$ cat config.mk
export PLATFORM = sky130hd
export DESIGN_NAME = sector_hit_stack
export DESIGN_NICKNAME = d
export VERILOG_FILES = /design/src/rtl/hitstk_pkg.sv /design/src/rtl/hitstk_grp_sel.sv /design/src/rtl/hitstk_lifo.sv /design/src/rtl/hitstk_ovf.sv /design/src/rtl/sector_hit_stack.sv
export SDC_FILE = /design/constraint.sdc
export NUM_CORES = 1
export LEC_CHECK = 0
export ABC_AREA = 1
export ABC_CLOCK_PERIOD_IN_PS = 5100
export BUFFER_PORTS_ARGS = -buffer_cell sky130_fd_sc_hd__buf_2
export CAP_MARGIN = 20
export CELL_PAD_IN_SITES_DETAIL_PLACEMENT = 1
export CELL_PAD_IN_SITES_GLOBAL_PLACEMENT = 1
export CORE_MARGIN = 2
export CORE_UTILIZATION = 43
export CTS_BUF_LIST = sky130_fd_sc_hd__clkbuf_8
export CTS_CLUSTER_DIAMETER = 120
export CTS_CLUSTER_SIZE = 25
export DETAILED_ROUTE_END_ITERATION = 10
export PLACE_DENSITY = 0.81
export SYNTH_ARGS = -nofsm -noshare
export SYNTH_HDL_FRONTEND = slang
export SYNTH_SLANG_ARGS = --single-unit
export TNS_END_PERCENT = 50
$ cat constraint.sdc
create_clock -name clk -period 5.1 [get_ports clk]
set_clock_uncertainty 0.1 [all_clocks]
set_input_delay 0.765 -clock clk [delete_from_list [all_inputs] [get_ports clk]]
set_output_delay 0.765 -clock clk [all_outputs]
set_load 0.05 [all_outputs]
$ cat src/rtl/hitstk_pkg.sv
package hitstk_pkg;
   localparam int unsigned HS_PIX_DEF   = 6;
   localparam int unsigned HS_GRP_DEF   = 7;
   localparam int unsigned HS_TS_DEF    = 13;
   localparam int unsigned HS_DEPTH_DEF = 19;

   // Minimum bit count able to hold values 0..n-1 (at least one bit).
   function automatic int unsigned hs_bits(input int unsigned n);
      return (n <= 1) ? 1 : $clog2(n);
   endfunction
endpackage

$ cat src/rtl/hitstk_grp_sel.sv
module hitstk_grp_sel #(
   parameter int unsigned PIX  = 6,
   parameter int unsigned NGRP = 7,
   parameter int unsigned GA_W = 3
) (
   input  logic [NGRP*PIX-1:0] hits,
   input  logic [GA_W-1:0]     addr,
   output logic [PIX-1:0]      pattern,
   output logic                hit_any
);
   logic [PIX-1:0] lane [NGRP+1];

   // Lane 0 is the idle address and carries no pixels.
   assign lane[0] = '0;
   for (genvar g = 1; g <= NGRP; g++) begin : g_lane
      assign lane[g] = hits[(g-1)*PIX +: PIX];
   end

   always_comb begin
      pattern = '0;
      for (int g = 0; g <= NGRP; g++) begin
         if (addr == GA_W'(g)) pattern = lane[g];
      end
   end

   assign hit_any = |pattern;
endmodule

$ cat src/rtl/hitstk_lifo.sv
module hitstk_lifo #(
   parameter int unsigned WORD_W = 22,
   parameter int unsigned DEPTH  = 19,
   parameter int unsigned PTR_W  = 5
) (
   input  logic              clk,
   input  logic              clr,
   input  logic              push,
   input  logic [WORD_W-1:0] din,
   input  logic [PTR_W-1:0]  rd_idx,
   output logic [PTR_W-1:0]  ptr,
   output logic              full,
   output logic [WORD_W-1:0] rd_word,
   output logic              rd_valid
);
   logic [WORD_W-1:0] mem [DEPTH];
   logic [PTR_W-1:0]  rd_pos;
   logic              do_write;

   assign full     = (ptr == PTR_W'(DEPTH));
   assign do_write = push && !full;

   always_ff @(posedge clk) begin
      if (clr)           ptr <= '0;
      else if (do_write) ptr <= ptr + PTR_W'(1);
   end

   always_ff @(posedge clk) begin
      if (do_write && !clr) mem[ptr] <= din;
   end

   assign rd_valid = (rd_idx < ptr);
   assign rd_pos   = ptr - PTR_W'(1) - rd_idx;
   assign rd_word  = rd_valid ? mem[rd_pos] : '0;
endmodule

$ cat src/rtl/hitstk_ovf.sv
module hitstk_ovf (
   input  logic clk,
   input  logic clr,
   input  logic attempt,
   input  logic full,
   output logic ovf
);
   always_ff @(posedge clk) begin
      if (clr)                  ovf <= 1'b0;
      else if (attempt && full) ovf <= 1'b1;
   end
endmodule

$ cat src/rtl/sector_hit_stack.sv
module sector_hit_stack
   import hitstk_pkg::*;
#(
   parameter int unsigned PIX   = HS_PIX_DEF,
   parameter int unsigned NGRP  = HS_GRP_DEF,
   parameter int unsigned TS_W  = HS_TS_DEF,
   parameter int unsigned DEPTH = HS_DEPTH_DEF,
   localparam int unsigned GA_W   = hs_bits(NGRP + 1),
   localparam int unsigned PTR_W  = hs_bits(DEPTH + 1),
   localparam int unsigned HITS_W = NGRP * PIX,
   localparam int unsigned WORD_W = PIX + GA_W + TS_W
) (
   input  logic              clk,
   input  logic              train_clr,
   input  logic [GA_W-1:0]   grp_addr,
   input  logic [HITS_W-1:0] hit_bits,
   input  logic [TS_W-1:0]   ts,
   input  logic [PTR_W-1:0]  rd_idx,
   output logic [WORD_W-1:0] rd_word,
   output logic              rd_valid,
   output logic [PTR_W-1:0]  fill_ptr,
   output logic              dead,
   output logic              ovf
);
   if (PIX < 1)   begin : g_bad_pix   $error("PIX must be at least 1");   end
   if (NGRP < 1)  begin : g_bad_grp   $error("NGRP must be at least 1");  end
   if (TS_W < 1)  begin : g_bad_ts    $error("TS_W must be at least 1");  end
   if (DEPTH < 1) begin : g_bad_depth $error("DEPTH must be at least 1"); end

   logic [PIX-1:0]    pattern;
   logic              hit_any;
   logic              attempt;
   logic              full;
   logic [WORD_W-1:0] rec;

   hitstk_grp_sel #(.PIX(PIX), .NGRP(NGRP), .GA_W(GA_W)) i_sel (
      .hits    (hit_bits),
      .addr    (grp_addr),
      .pattern (pattern),
      .hit_any (hit_any)
   );

   assign attempt = hit_any && (grp_addr != '0);
   assign rec     = {pattern, grp_addr, ts};

   hitstk_lifo #(.WORD_W(WORD_W), .DEPTH(DEPTH), .PTR_W(PTR_W)) i_lifo (
      .clk      (clk),
      .clr      (train_clr),
      .push     (attempt),
      .din      (rec),
      .rd_idx   (rd_idx),
      .ptr      (fill_ptr),
      .full     (full),
      .rd_word  (rd_word),
      .rd_valid (rd_valid)
   );

   hitstk_ovf i_ovf (
      .clk     (clk),
      .clr     (train_clr),
      .attempt (attempt),
      .full    (full),
      .ovf     (ovf)
   );

   assign dead = full;
endmodule

; ---- Word-level counts from Yosys, hierarchy flattened
; Memories as Yosys holds them, arrays and structs flattened.
; Index checks and enable logic that the tools add are counted.
[op_classes]
addsub = 3
magnitude_cmp = 1
eq_ne = 8
muxes = 10
reduce_logical = 8
[ops]
columns = operator, n
row1 = 2-to-1 mux 6 bit, 7
row2 = 2-to-1 mux 22 bit, 1
row3 = "equality test 3 bit, second input constant", 4
row4 = "equality test 3 x 2 -> 1 bit, second input constant", 2
row5 = OR reduction 6 bit, 1
row6 = "adder 5 x 1 -> 5 bit, second input constant", 1
row7 = "equality test 5 bit, second input constant", 1
row8 = < comparator 5 bit, 1
row9 = "subtractor 5 x 1 -> 5 bit, second input constant", 1
row10 = subtractor 5 bit, 1
row11 = logical AND 1 bit, 4
row12 = "equality test 3 x 1 -> 1 bit, second input constant", 1
row13 = nonzero test 3 bit, 1
row14 = logical NOT 1 bit, 2
row15 = 2-to-1 mux 1 bit, 2
[word_totals]
regBits = 6
mem_bits_rw = 418
in_bits = 65
memories = 1
[mem_list]
columns = memory, depth, width, rd, rd_clocked_by_memory_dff, wr, line
row1 = i_lifo.mem, 19, 22, 1, 0, 1, hitstk_lifo.sv:16  ; logic [WORD_W-1:0] mem [DEPTH];

; ---- Longest topological paths before layout
; Gate-level depths: netlist (run 1).
[logic_depth]
depth_word = 14
mapped_depth = 14

; ---- Hierarchy
; Synthesis (run 1) repeated with hierarchy kept, for this count alone.
[unflattened]
cells_unflattened = 1572
hier_area_um2 = 18147.4
[by_module_without_submodules]
columns = module, instances, cells_per_inst, area_each_um2, seq_area_each_um2
row1 = hitstk_lifo, 1, 1455, 17560.6, 12652.1
row2 = hitstk_grp_sel, 1, 109, 534.3, 0.0
row3 = hitstk_ovf, 1, 4, 36.3, 20.0
row4 = sector_hit_stack, 1, 4, 16.3, 0.0

; ---- Least setup slack after synthesis (run 1)
; OpenSTA, ideal clock, no wires.
[synth_path]
path_kind = register to output
from = register i_lifo.ptr[0]
to = output rd_word[10]
t_arrival_ns = 3.723
required_ns = 4.235
setup_slack_ns = 0.512
path_stages_with_launch = 13
n_path_buf = 3
path_cell_list = dfxtp_1 > ha_1 > inv_1 > fa_1 > clkbuf_1 > inv_2 > buf_2 > buf_1 > a21oi_1 > a32o_1 > o211ai_1 > a21oi_1 > nor3_1
[synth_between]
elab_chain_cells = 4
elab_cells_between_ends = 5
cone_classes = add/sub (2) / order compare (1) / mux (1) / memory (1)
[synth_lines]
columns = element, line
row1 = from (decl), hitstk_lifo.sv:11  ; output logic [PTR_W-1:0] ptr,
row2 = from (signal assigned), hitstk_lifo.sv:25  ; else if (do_write) ptr <= ptr + PTR_W'(1);
row3 = subtractor 5 x 1 -> 5 bit, hitstk_lifo.sv:33  ; assign rd_pos = ptr - PTR_W'(1) - rd_idx;
row4 = subtractor 5 bit, hitstk_lifo.sv:33
row5 = memory (19 x 22 bit), -
row6 = 2-to-1 mux 22 bit (*), hitstk_lifo.sv:34  ; assign rd_word = rd_valid ? mem[rd_pos] : '0;
row7 = to (decl), sector_hit_stack.sv:19  ; output logic [WORD_W-1:0] rd_word,
; Every way passes the cells marked *; elsewhere a longest branch is shown, timed or not.

; ---- Worst setup path in the final report (run 1)
[layout_path]
from = register i_lifo.ptr[0]
to = output rd_word[0]
; Same word-level chain as after synthesis.

==> impl_metrics.toml, run 1 <==
[routing]
first_iter_violations = 1220
vias_per_cell = 5.98
via_count = 11935
wl_met1_mm = 20.3
wl_per_cell_um = 25.4
firstDrtPassIters = 5
antenna_left = 0
drcViolationCount = 0
wl_met2_mm = 26.1
routed.top_layer = "met4"
routed_wl_mm = 50.7
routed-wl-met3_mm = 3.33

[finish]
final_net_count = 1541
utilization = 0.475
final_cell_mix = "edfxtp_1 (418), nand2_1 (343), a21oi_1 (155), buf_2 (94), o21ai_0 (56)"
syn_to_final_growth_pct = 9.14
drive_above_1_share = 0.141
n_antenna_cell = 0
layout_commonest_cell = "edfxtp_1"

[pwr]
clkPwrFrac = 0.186
p_leak_nw = 6.66
power.total_mw = 7.23
p_per_area_mw_per_mm2 = 373
swShare = 0.324
seqPwrFrac = 0.545
pwr-share-comb = 0.269
power.internal_mw = 4.89
p_switching_mw = 2.34
vdd_drop_max_mv = 0.173

[logic_synthesis]
synthDistinctLibCells = 40
synth_area_leaders = "edfxtp_1 (71%), nand2_1 (7.3%), a21oi_1 (4.4%), a32o_1 (2.4%), a22oi_1 (1.8%)"
seq_area_frac_synth = 0.715
syn_nets = 1471
ys_warn_count = 0
synthCells = 1393
synth-main-ff-cell = "edfxtp_1"
synth-edff-count = 418
syn_area_per_cell_um2 = 12.7
ys_ff_latch = 424
synth.top_cell.area_share = 0.708
synth.cell_area_mm2 = 0.0177
synth_top_cell_by_area = "edfxtp_1"
synthArstFlopShare = 0

[clocking]
post_cts_buffers = 0
insertion_delay_ps = 590
numCtsBuffers = 20
root_buffer = "clkbuf_8"
ctsHoldBuffers = 0
cts_resized = 0
tritoncts = "built"
cts.path.max_buffers = 3
path_clk_slew_ps = 150
cts_htree_levels = 1
cts_sinks = 424

[sta]
hold_viol_final = 0
tightest_slew_ps = 898
slew_violations = 0
slew_headroom = 0.400
max_freq_mhz = 209
finalSetupViolCount = 0
setup_tns_ps = 0
timing.final.crit_share = 0.939
rsz0062_at_grt = "no"
post-route-min-period_ps = 4790

[floorplanning]
core_mm2 = 0.0407
die_area_mm2 = 0.0429
placementRows = 74
io_pins = 95
die_h_um = 207
initial_core_util = 0.435
die_w_um = 207

[critical_path]
critPathLaunchType = "flip-flop"
crit_required_ps = 4240
endpoint_kind = "output pin"
crit_type = "reg2out"
worstPathMaxFanout = 61
cp_data_arrival_time_ps = 3930

[placed_design]
post-dp-hpwl_mm = 30.1
portBuffers = 94
globalplace.congestion = 0.763

[outcome]
status = "finished clean"

[global_routing]
grt_start_max_net_pins = 95
grt_pass1_vias = 12507
overflow = 0
grt_use_total = 0.232
antenna_found_initial = 1
grt_pass1_wl_mm = 76.2

[flow_run]
drv_cap = 0

[min_path]
worstHoldPathType = "in2reg"
-- kinds of logic (layout without fill, tap and decap cells) --
kind of cell	after synthesis	count (layout)	synth area share
adders and majority gates	13	13	0.00959
and+or+nand+nor	485	485	0.120
DFF	424	424	0.715
xor gates and xnor gates	4	4	0.00240
AOI/OAI and AO/OA	345	345	0.125
buffers and inverters	122	192	0.0287
-- critical path, stage by stage, from the launching register on --
cell	delay, ps
dfxtp_1	590
ha_4	210
inv_1	70
fa_2	470
inv_4	310
buf_12	330
a21oi_1	70
a22oi_1	190
nand2_1	80
o211ai_1	120
a21oi_1	120
nor3_1	330
buf_2	370
-- flip-flops by register name, indices dropped and copies added, names as in the netlist --
signal	count
i_lifo.mem	418
i_lifo.ptr	5
i_ovf.ovf	1
-- layout make-up --
cell class                 instances  area (µm²)
clock inverter                     1        3.75
fill                            4182       21400
multi-input combinational        847        4630
clock buffer                      21         289
inverter                          31         131
tap                              532         666
timing repair buffer             139         958
sequential                       424       12700
-- cell usage after synthesis, drive strengths merged (24+ instances only) --
cell and number:
edfxtp 418, nand2 345, a21oi 155, clkbuf 69, nor2 67, o21ai 57
a22oi 42, a32o 42, nor3 32, inv 30, nand4 24
-- stage by stage --
step                      instance area [µm²]  std cells  hold WS, ps  worst slack [ps]
after floorplan                         17700       1393          620               512
after CTS                               19400       1995          242               271
after detailed placement                19100       1973          358               616
final                                   19400       1995          279               309
after global placement                  19100       1973          349               647
after global routing                    19400       1995          265              74.8
-- power by group through the flow --
stage	clock (mW)	combinational [mW]	sequential (mW)
6_report	1.34	1.94	3.94
5_1_grt	1.46	2.12	3.95
4_1_cts	1.37	1.95	3.94
3_5_place_dp	0	1.94	4.02
3_3_place_gp	0	1.84	4.01
2_1_floorplan	0	1.24	4.02
-- routing by layer --
metal	vias to the layer above	track usage
li1	5261	-
met5	-	0
met1	6121	0.307
met2	482	0.411
met4	0	0.0530
met3	71	0.0259
-- path summary, 6_finish.rpt --
path                               startpoint                to  slack (ps)  cells after the start
worst max-delay path            i_lifo.ptr[0]        rd_word[0]         310                     12
worst min-delay path                train_clr         i_ovf.ovf         280                      2
worst max register to register  i_lifo.ptr[4]  i_lifo.mem[5][0]        2380                      8
worst min register to register      i_ovf.ovf         i_ovf.ovf         390                      2
No activity file was read; power rests on OpenSTA's default activity.
==> run 2: changes to the inputs <==
--- a/constraint.sdc
+++ b/constraint.sdc
@@ -4,2 +4,2 @@
 set_output_delay 0.765 -clock clk [all_outputs]
-set_load 0.05 [all_outputs]
+set_load 0.1 [all_outputs]
==> run 2 against run 1 <==
  * Setup slack improved by 68 ps
  * Via count fell by 0.92%
  * Global-route usage fell by 0.43 points
  * Critical endpoint is now rd_word[4]
  * Count of clock-buffer cells in the layout did not move
  * Flip-flop and latch count did not move
  * Routed wire length fell by 1.9%
  * Worst hold slack got worse by 10 ps
  * Sequential share of layout area fell by 1.1 points
  * Power rose by 3.3%
  * First-iteration DRC count fell by 13%
  * Critical path type unchanged
==> impl_metrics.toml, run 2 (same netlist as run 1, synthesis figures left out) <==
[sta]
post-route-min-period_ps = 4720
finalSetupViolCount = 0
timing.final.crit_share = 0.926
tightest_slew_ps = 1030
max_freq_mhz = 212
rsz0062_at_grt = "no"
setup_tns_ps = 0
slew_violations = 0
slew_headroom = 0.315
hold_viol_final = 0

[placed_design]
place_inst = 1975
globalplace.congestion = 0.775
placed_cell_area_mm2 = 0.0194
portBuffers = 94
post-dp-hpwl_mm = 28.7

[finish]
drive_above_1_share = 0.149
final_cell_mix = "edfxtp_1 (418), nand2_1 (343), a21oi_1 (155), buf_2 (72), o21ai_0 (56)"
syn_to_final_growth_pct = 11.0
stdcell_area_mm2 = 0.0197
layout_commonest_cell = "edfxtp_1"
utilization = 0.483
largest_reg_flops = 418
stdcell_count = 1998
fillers = 4199
final_net_count = 1543
top_register = "i_lifo.mem"
largestRegisters = "i_lifo.mem: 418 flops, i_lifo.ptr: 5 flops, i_ovf.ovf: 1 flops"

[clocking]
path_clk_slew_ps = 150
cts_sinks = 424
post_cts_buffers = 0
numCtsBuffers = 20
ctsHoldBuffers = 0
tritoncts = "built"
cts_htree_levels = 1
cts_resized = 0
root_buffer = "clkbuf_8"
cts.path.max_buffers = 3
insertion_delay_ps = 590

[pwr]
p_per_area_mw_per_mm2 = 379
p_leak_nw = 6.73
vdd_drop_max_mv = 0.233

[global_routing]
grt_use_total = 0.228
grt_pass1_wl_mm = 75.7
grt_start_max_net_pins = 199
overflow = 0
antenna_found_initial = 1
grt_pass1_vias = 12610

[outcome]
status = "finished clean"

[routing]
drcViolationCount = 0
routed_wl_mm = 49.7
via_count = 11825
firstDrtPassIters = 5
first_iter_violations = 1059
wl_per_cell_um = 24.9
antenna_left = 0
vias_per_cell = 5.92

[critical_path]
rrSetupSlack_ps = 2260
crit_type = "reg2out"
endpoint_kind = "output pin"
critPathLaunchType = "flip-flop"
cp_data_arrival_time_ps = 3860
worstPathMaxFanout = 47
crit_required_ps = 4240

[flow_run]
drv_cap = 0

[floorplanning]
core_mm2 = 0.0407
die_area_mm2 = 0.0429
placementRows = 74
initial_core_util = 0.435
die_w_um = 207
die_h_um = 207
io_pins = 95

[min_path]
worstHoldPathType = "in2reg"
run 2: critical path, stage by stage, from the launching register on:
cell and delay [ps]:
dfxtp_1 590, ha_4 220, inv_1 70, fa_2 470, inv_4 270, buf_12 290, a21oi_1 70, a32o_1 250
nand2_1 70, o21ai_0 110, nand2_1 120, a21oi_1 90, nor3_1 350, buf_12 230
run 2: path summary, 6_finish.rpt:
path,from,endpoint,cells past startpoint
setup reg to reg,i_lifo.ptr[0],i_lifo.mem[15][0],7
setup / recovery,i_lifo.ptr[0],rd_word[4],13
hold reg to reg,i_ovf.ovf,i_ovf.ovf,2
hold / removal,train_clr,i_lifo.ptr[3],2
run 2: per-stage QoR:
| step | worst slack, ps | total power [mW] | hold slack, ps |
|---|---|---|---|
| global route | 168 | 7.77 | 252 |
| global placement | 768 | 6.09 | 357 |
| floorplan | -803 | 5.41 | 734 |
| finish | 377 | 7.47 | 269 |
| CTS | 328 | 7.50 | 242 |
| detailed placement | 665 | 6.19 | 366 |
run 2: layout make-up:
| cell class | instances | area (µm²) | area share |
|---|---|---|---|
| antenna | 1 | 2.50 | 0.000127 |
| clock buffer | 21 | 289 | 0.0147 |
| clock inverter | 1 | 3.75 | 0.000191 |
| inverter | 31 | 131 | 0.00667 |
| multi-input combinational | 847 | 4680 | 0.238 |
| sequential | 424 | 12700 | 0.644 |
| tap | 532 | 666 | 0.0338 |
| timing repair buffer | 141 | 1240 | 0.0630 |
run 2: power breakdown:
group | switching, mW | internal [mW]
logic | 1.50 | 0.678
clock network | 0.973 | 0.377
registers | 0.0249 | 3.92
run 2: layer usage:
layer | vias to the layer above | part of all wire | GRT usage
li1 | 5260 | - | -
met5 | - | 0 | 0
met1 | 6072 | 0.41 | 0.291
met3 | 108 | 0.050 | 0.0282
met2 | 385 | 0.52 | 0.405
met4 | 0 | 0.029 | 0.0717
